===== src/rtl/pit_pkg.sv =====
package pit_pkg;
    // register byte offsets
    localparam int OFF_CTRL = 'h00;
    localparam int OFF_STAT = 'h04;
    localparam int OFF_LOAD = 'h08;
    localparam int OFF_CMP  = 'h0C;
    localparam int OFF_CNT  = 'h10;

    // control word bit positions
    localparam int B_EN      = 0;
    localparam int B_FRESH   = 1;
    localparam int B_CMPIE   = 2;
    localparam int B_RELOAD  = 3;
    localparam int B_PRE_LSB = 4;
    localparam int B_SRST    = 16;
    localparam int B_OVW     = 17;
    localparam int B_FRZ_LSB = 18;
    localparam int B_SRC_LSB = 24;

    typedef enum logic {ST_HALT, ST_RUN} run_state_e;
endpackage


===== src/rtl/pit_prescaler.sv =====
module pit_prescaler import pit_pkg::*; #(
    parameter int PRESC_W = 12
) (
    input  logic               clk,
    input  logic               rst_n,
    input  logic               run,
    input  logic [1:0]         src_sel,
    input  logic               fast_tick_en,
    input  logic               slow_tick_en,
    input  logic [PRESC_W-1:0] div_val,
    input  logic               restart,
    input  logic [PRESC_W-1:0] restart_val,
    output logic               tick
);
    logic               src_tick;
    logic [PRESC_W-1:0] div_q;

    // source select: 00 none, 01/10 fast, 11 slow
    always_comb begin
        unique case (src_sel)
            2'b00:          src_tick = 1'b0;
            2'b01, 2'b10:   src_tick = fast_tick_en;
            default:        src_tick = slow_tick_en;
        endcase
    end

    always_ff @(posedge clk or negedge rst_n) begin
        if (!rst_n) begin
            div_q <= '0;
        end else if (restart) begin
            div_q <= restart_val;
        end else if (run && src_tick) begin
            div_q <= (div_q == '0) ? div_val : div_q - 1'b1;
        end
    end

    assign tick = run && src_tick && (div_q == '0);
endmodule


===== src/rtl/pit_regs.sv =====
module pit_regs import pit_pkg::*; #(
    parameter int ADDR_W  = 8,
    parameter int DATA_W  = 32,
    parameter int PRESC_W = 12
) (
    input  logic               clk,
    input  logic               rst_n,
    input  logic [ADDR_W-1:0]  bus_addr,
    input  logic               bus_we,
    input  logic [DATA_W-1:0]  bus_wdata,
    output logic [DATA_W-1:0]  bus_rdata,
    input  logic [DATA_W-1:0]  count_val,
    input  logic               match_evt,
    output logic [DATA_W-1:0]  load_q,
    output logic [DATA_W-1:0]  cmp_q,
    output logic               flag_q,
    output logic               cmp_ie,
    output logic               reload_mode,
    output logic [1:0]         src_sel,
    output logic [PRESC_W-1:0] presc_val,
    output logic               ctrl_wr,
    output logic               start_req,
    output logic               stop_req,
    output logic               srst_req,
    output logic               ovw_req
);
    localparam logic [DATA_W-1:0] ONES     = '1;
    localparam logic [DATA_W-1:0] WR_MASK  =
        DATA_W'((64'd1 << (B_SRC_LSB + 2)) - 64'd1) & ~(DATA_W'(1) << B_SRST);
    localparam logic [DATA_W-1:0] SRST_CLR =
        (DATA_W'(1) << B_EN) | (DATA_W'(1) << B_FRESH) | (DATA_W'(4'hF) << B_FRZ_LSB);

    logic [DATA_W-1:0] ctrl_q;
    logic sel_ctrl, sel_stat, sel_load, sel_cmp, sel_cnt;
    logic stat_wr, load_wr, cmp_wr;

    assign sel_ctrl = (bus_addr == ADDR_W'(OFF_CTRL));
    assign sel_stat = (bus_addr == ADDR_W'(OFF_STAT));
    assign sel_load = (bus_addr == ADDR_W'(OFF_LOAD));
    assign sel_cmp  = (bus_addr == ADDR_W'(OFF_CMP));
    assign sel_cnt  = (bus_addr == ADDR_W'(OFF_CNT));

    assign ctrl_wr  = bus_we && sel_ctrl;
    assign stat_wr  = bus_we && sel_stat;
    assign load_wr  = bus_we && sel_load;
    assign cmp_wr   = bus_we && sel_cmp;

    assign srst_req  = ctrl_wr && bus_wdata[B_SRST];
    assign start_req = ctrl_wr && !bus_wdata[B_SRST] && bus_wdata[B_EN] && !ctrl_q[B_EN];
    assign stop_req  = ctrl_wr && (bus_wdata[B_SRST] || !bus_wdata[B_EN]);
    assign ovw_req   = load_wr && ctrl_q[B_OVW];

    always_ff @(posedge clk or negedge rst_n) begin
        if (!rst_n) begin
            ctrl_q <= '0;
            load_q <= ONES;
            cmp_q  <= '0;
            flag_q <= 1'b0;
        end else if (srst_req) begin
            ctrl_q <= bus_wdata & WR_MASK & ~SRST_CLR;
            load_q <= ONES;
            cmp_q  <= '0;
            flag_q <= 1'b0;
        end else begin
            if (ctrl_wr) ctrl_q <= bus_wdata & WR_MASK;
            if (load_wr) load_q <= bus_wdata;
            if (cmp_wr)  cmp_q  <= bus_wdata;
            if (match_evt) begin
                flag_q <= 1'b1;
            end else if (stat_wr && bus_wdata[0]) begin
                flag_q <= 1'b0;
            end
        end
    end

    always_comb begin
        bus_rdata = '0;
        if (sel_ctrl)      bus_rdata = ctrl_q;
        else if (sel_stat) bus_rdata = DATA_W'(flag_q);
        else if (sel_load) bus_rdata = load_q;
        else if (sel_cmp)  bus_rdata = cmp_q;
        else if (sel_cnt)  bus_rdata = count_val;
    end

    assign cmp_ie      = ctrl_q[B_CMPIE];
    assign reload_mode = ctrl_q[B_RELOAD];
    assign src_sel     = ctrl_q[B_SRC_LSB +: 2];
    assign presc_val   = ctrl_q[B_PRE_LSB +: PRESC_W];
endmodule


===== src/rtl/pit_counter.sv =====
module pit_counter import pit_pkg::*; #(
    parameter int DATA_W = 32
) (
    input  logic              clk,
    input  logic              rst_n,
    input  logic              start_req,
    input  logic              stop_req,
    input  logic              srst_req,
    input  logic              ovw_req,
    input  logic [DATA_W-1:0] wr_data,
    input  logic              reload_mode,
    input  logic [DATA_W-1:0] load_val,
    input  logic [DATA_W-1:0] cmp_val,
    input  logic              tick,
    output logic [DATA_W-1:0] count_q,
    output logic              match_evt,
    output logic              running
);
    localparam logic [DATA_W-1:0] ONES = '1;

    run_state_e        state_q, state_d;
    logic [DATA_W-1:0] count_d;

    // state register
    always_ff @(posedge clk or negedge rst_n) begin
        if (!rst_n) begin
            state_q <= ST_HALT;
            count_q <= '0;
        end else begin
            state_q <= state_d;
            count_q <= count_d;
        end
    end

    // transitions: START (HALT->RUN), STOP (RUN->HALT)
    always_comb begin
        state_d = state_q;
        unique case (state_q)
            ST_HALT: if (start_req) state_d = ST_RUN;
            ST_RUN:  if (stop_req)  state_d = ST_HALT;
            default: state_d = ST_HALT;
        endcase
    end

    // outputs: next count and compare event
    always_comb begin
        count_d   = count_q;
        match_evt = 1'b0;
        if (srst_req) begin
            count_d = '0;
        end else if (ovw_req) begin
            count_d = wr_data;
        end else if (start_req) begin
            if (wr_data[B_FRESH]) count_d = wr_data[B_RELOAD] ? load_val : ONES;
        end else if (state_q == ST_RUN && tick) begin
            if (count_q == '0) count_d = reload_mode ? load_val : ONES;
            else               count_d = count_q - 1'b1;
            match_evt = (count_d == cmp_val);
        end
    end

    assign running = (state_q == ST_RUN);
endmodule


===== src/rtl/periodic_irq_timer.sv =====
module periodic_irq_timer import pit_pkg::*; #(
    parameter int ADDR_W  = 8,
    parameter int DATA_W  = 32,
    parameter int PRESC_W = 12
) (
    input  logic              clk,
    input  logic              rst_n,
    input  logic [ADDR_W-1:0] bus_addr,
    input  logic              bus_we,
    input  logic [DATA_W-1:0] bus_wdata,
    output logic [DATA_W-1:0] bus_rdata,
    input  logic              fast_tick_en,
    input  logic              slow_tick_en,
    output logic              irq
);
    logic [DATA_W-1:0]  cnt_val, load_val, cmp_val;
    logic               flag, cmp_ie, reload_mode, match_evt, running, tick;
    logic [1:0]         src_sel;
    logic [PRESC_W-1:0] presc_val;
    logic               ctrl_wr, start_req, stop_req, srst_req, ovw_req;

    pit_regs #(.ADDR_W(ADDR_W), .DATA_W(DATA_W), .PRESC_W(PRESC_W)) u_regs (
        .clk(clk), .rst_n(rst_n),
        .bus_addr(bus_addr), .bus_we(bus_we), .bus_wdata(bus_wdata), .bus_rdata(bus_rdata),
        .count_val(cnt_val), .match_evt(match_evt),
        .load_q(load_val), .cmp_q(cmp_val), .flag_q(flag),
        .cmp_ie(cmp_ie), .reload_mode(reload_mode), .src_sel(src_sel), .presc_val(presc_val),
        .ctrl_wr(ctrl_wr), .start_req(start_req), .stop_req(stop_req),
        .srst_req(srst_req), .ovw_req(ovw_req)
    );

    pit_prescaler #(.PRESC_W(PRESC_W)) u_presc (
        .clk(clk), .rst_n(rst_n), .run(running), .src_sel(src_sel),
        .fast_tick_en(fast_tick_en), .slow_tick_en(slow_tick_en),
        .div_val(presc_val), .restart(ctrl_wr),
        .restart_val(bus_wdata[B_PRE_LSB +: PRESC_W]), .tick(tick)
    );

    pit_counter #(.DATA_W(DATA_W)) u_cnt (
        .clk(clk), .rst_n(rst_n),
        .start_req(start_req), .stop_req(stop_req), .srst_req(srst_req), .ovw_req(ovw_req),
        .wr_data(bus_wdata), .reload_mode(reload_mode),
        .load_val(load_val), .cmp_val(cmp_val), .tick(tick),
        .count_q(cnt_val), .match_evt(match_evt), .running(running)
    );

    assign irq = flag && cmp_ie;
endmodule


===== config.mk =====
export PLATFORM = sky130hd
export DESIGN_NAME = periodic_irq_timer
export DESIGN_NICKNAME = d
export VERILOG_FILES = /design/src/rtl/pit_pkg.sv /design/src/rtl/pit_prescaler.sv /design/src/rtl/pit_regs.sv /design/src/rtl/pit_counter.sv /design/src/rtl/periodic_irq_timer.sv
export SDC_FILE = /design/constraint.sdc
export NUM_CORES = 1
export LEC_CHECK = 0
export ABC_AREA = 1
export CAP_MARGIN = 20
export CORE_AREA = 2 2 139 141
export DETAILED_ROUTE_END_ITERATION = 8
export DIE_AREA = 0 0 141 143
export PLACE_DENSITY = 0.73
export SLEW_MARGIN = 5
export SYNTH_ARGS = -nofsm -noshare
export SYNTH_HDL_FRONTEND = slang
export SYNTH_SLANG_ARGS = --single-unit

===== constraint.sdc =====
create_clock -name clk -period 2.7 [get_ports clk]
set_clock_uncertainty 0.1 [all_clocks]
set_input_delay 0.54 -clock clk [delete_from_list [all_inputs] [get_ports clk]]
set_output_delay 0.54 -clock clk [all_outputs]
set_load 0.1 [all_outputs]

==> impl_metrics.py <==
metrics = {
    "hold_path": {
        "hold_path_depth": 2,
        "holdCritPathClass": "reg2reg",
    },
    "critical_path": {
        "worstSetupPathType": "in2out",
        "cp-start-kind": "primary input",
        "worst_r2r_path_depth": 18,
        "arrival_ps": 2020,
        "worst_ep_required_time_ps": 2060,
        "endpoint_kind": "output pin",
        "critPathMaxFanout": 7,
    },
    "yosys": {
        "synth_most_common_cell": "nand2_1",
        "synth_xor_area_share_pct": 0.9452,
        "ys_types": 41,
        "yosys-top-cells-count": "nand2_1, inv_1, o21ai_0, nor2_1, dfrtp_1",
        "synth-seq-area-share_pct": 37.42,
        "synth-edff-count": 0,
        "synth_nets": 1393,
        "synthArstFlopShare_pct": 100.0,
        "synthCells": 1343,
        "synth_seq_cells": 135,
        "ys_warn_count": 0,
        "syn_area_um2": 9134,
        "synth_compound_area_share_pct": 20.14,
        "yosys.area.top_type_share_pct": 28.22,
        "avgSynthCellArea_um2": 6.801,
        "synth-simple-area-share_pct": 30.75,
        "synthTopCellsByArea": "dfrtp_1, nand2_1, dfstp_2",
        "synth_top_family_by_area": "simple AND/OR/NAND/NOR gates",
        "yosys.area.top_type": "dfrtp_1",
        "synthMuxAreaShare_pct": 0,
        "ys.flop_type": "dfrtp_1",
        "synthAdderAreaFrac_pct": 0.6849,
    },
    "die": {
        "fp.dieW_um": 141,
        "pin_count": 78,
        "rows": 50,
        "die_area_um2": 20160,
        "die_y_um": 143,
        "core_um2": 18580,
        "start_util_pct": 49.16,
    },
    "routing": {
        "route.detailed.drc": 0,
        "drtIter0Drc": 1166,
        "routed_wirelength_um": 33740,
        "first_pass_iters": 5,
        "ant_nets": 0,
        "via_count": 10530,
        "post_drt_wl_per_cell_um": 18.80,
        "via_per_inst": 5.867,
    },
    "place": {
        "hpwlAfterDp_um": 24420,
        "dpl_cell_area_um2": 11770,
        "dpl.cell_count": 1747,
        "gp_congestion": 0.9914,
        "port_buffers": 77,
    },
    "clocking": {
        "htreeDepth": 4,
        "cts_tree": "yes",
        "path_clk_slew_ps": 60,
        "cts_buffer_depth": 2,
        "clk_latency_ps": 440,
        "cts_root_buffer": "clkbuf_16",
        "cts.sinks": 135,
        "cts_made_buffers": 17,
    },
    "grt": {
        "grt_pass1_wl_um": 53330,
        "grt_max_degree": 76,
        "overflow": 0,
        "grt_pass1_vias": 10110,
        "gr-usage-all-layers_pct": 34.19,
        "antenna_found_initial": 1,
    },
    "finish": {
        "drive_above_1_share_pct": 23.96,
        "final_cells": 1795,
        "areaGrowthSynthToFinish_pct": 40.08,
        "fin_nets": 1598,
        "antenna_cells": 0,
        "stdcell_area_um2": 12790,
        "fin_util_pct": 68.86,
    },
    "timing": {
        "finalHoldViolCount": 0,
        "worstMarginPinSlew_ps": 1104,
        "report.final.slew_viol_count": 0,
        "finalSetupViolCount": 0,
        "max_freq_mhz": 376.1,
        "period_needed_ps": 2659,
        "final.period_utilization_pct": 98.47,
        "rsz0062_at_grt": "true",
        "slew-limit-headroom_pct": 25.45,
    },
    "pwr": {
        "leakage_nw": 5.983,
        "worst_ir_drop_vdd_v": 0.0004363,
        "p_sw_share_pct": 30.51,
        "p_seq_share_pct": 38.7,
        "p_total_mw": 6.249,
        "power_frac_clock_pct": 41.7,
        "power_switching_mw": 1.907,
        "cellPowerDensity_nw_per_um2": 488.4,
        "intPower_mw": 4.342,
        "combPwrFrac_pct": 19.6,
    },
    "flow_run": {
        "drv_cap": 0,
    },
    "status": {
        "status": "finished, final reports clean",
    },
}
[critical path, cell delays in order]
cell       delay [ps]
buf_8             100
nor2_4            120
inv_2              60
nor4_4            220
buf_6             200
buf_12            180
nand2_2            50
o21ai_1            70
a21oi_1            50
o21ai_1           150
clkbuf_16         260
[final cells by class]
| class | count | area, um^2 |
|---|---|---|
| clock buffer | 19 | 452.9 |
| clock inverter | 13 | 192.7 |
| fill | 1477 | 5786 |
| inverter | 174 | 655.6 |
| multi-input combinational | 977 | 5132 |
| sequential | 135 | 3418 |
| tap | 234 | 292.8 |
| timing repair buffer | 243 | 2650 |
[state kept, by name, indices dropped and copies added (netlist names)]
name / flops
u_regs.ctrl_q: 25
u_cnt.running: 1
u_cnt.count_q: 32
u_regs.flag_q: 1
u_regs.cmp_q: 32
u_presc.div_q: 12
u_regs.load_q: 32
[power groups by stage]
| stage | Sequential [mW] | Combinational [mW] | Clock (mW) |
|---|---|---|---|
| final | 2.42 | 1.23 | 2.60 |
| after global routing | 2.44 | 1.35 | 2.70 |
| after CTS | 2.41 | 1.17 | 2.61 |
| after detailed placement | 2.44 | 1.14 | 0 |
| after global placement | 2.44 | 1.11 | 0 |
| after floorplan | 2.41 | 0.661 | 0 |
[cell usage in the layout (no fill, tap or decap), types with 3 or more instances in the layout]
| cell | n |
|---|---|
| buf_2 | 5 |
| o22ai_1 | 55 |
| nor2_4 | 15 |
| dfstp_2 | 32 |
| a21oi_2 | 5 |
| nor2_2 | 17 |
| o221ai_1 | 10 |
| ha_1 | 3 |
| buf_6 | 4 |
| inv_6 | 3 |
| o2111ai_1 | 9 |
| bufinv_16 | 4 |
| a22oi_1 | 10 |
| buf_4 | 141 |
| nor2_1 | 94 |
| buf_12 | 46 |
| nand2_2 | 27 |
| dfrtp_1 | 103 |
| o221ai_4 | 7 |
| inv_1 | 160 |
| nand4_1 | 10 |
| clkinv_1 | 5 |
| xor2_1 | 7 |
| clkdlybuf4s50_1 | 35 |
| nand3_2 | 7 |
| nand2_4 | 3 |
| inv_2 | 8 |
| o21ai_1 | 27 |
| a21oi_1 | 36 |
| o21ai_0 | 88 |
| o21ai_2 | 6 |
| a31oi_1 | 10 |
| nand2_1 | 371 |
| o211ai_1 | 38 |
| clkbuf_16 | 23 |
| nand3_1 | 93 |
| nor3_1 | 16 |
[timing repair]
action                                 CTS  global route
endpoints found under the hold margin   20             0
pin swaps                                6            11
buffers inserted                         8             4
cloned                                   2             1
hold buffers                             1             0
setup endpoints to repair               33            33
resized for setup                       46            66
[path summary, 6_finish.rpt]
| kind | start | to | slack, ps |
|---|---|---|---|
| max in group asynchronous | rst_n | u_regs.load_q[9] | 1260 |
| min in group asynchronous | rst_n | u_regs.ctrl_q[24] | 450 |
| worst max register to register | u_cnt.count_q[0] | u_regs.flag_q | 100 |
| worst min register to register | u_regs.ctrl_q[23] | u_regs.ctrl_q[23] | 390 |
| worst max-delay path | bus_addr[1] | bus_rdata[7] | 40 |
| worst min-delay path | u_regs.ctrl_q[23] | u_regs.ctrl_q[23] | 390 |
[kinds of logic (layout without fill, tap and decap cells)]
group / count (synthesis) / after routing
buffers and inverters: 231 / 449
adder cells (fa/ha/maj): 5 / 5
AO/OA/AOI/OAI: 305 / 305
flip-flops: 135 / 135
AND/OR/NAND/NOR: 658 / 658
XOR/XNOR: 9 / 9
[layer usage]
metal / GRT usage, % / up-vias / part of all wire (%)
met1: 44.91 / 4887 / 40
met3: 6.506 / 120 / 9.3
met5: 0 / - / 0.039
met2: 55.58 / 610 / 46
li1: - / 4913 / -
met4: 14.53 / 2 / 3.9
[per-stage QoR]
step / setup WS, ps / TNS, ps / hold WS, ps
CTS: 10.74 / 0 / 395.7
global placement: -287.3 / -9466 / 336.2
floorplan: -609.5 / -12620 / 144.4
detailed placement: -329.5 / -10930 / 340.9
global route: -11.05 / -16.15 / 417.8
finish: 41.36 / 0 / 394.8
(Power assumes the default switching activity.)
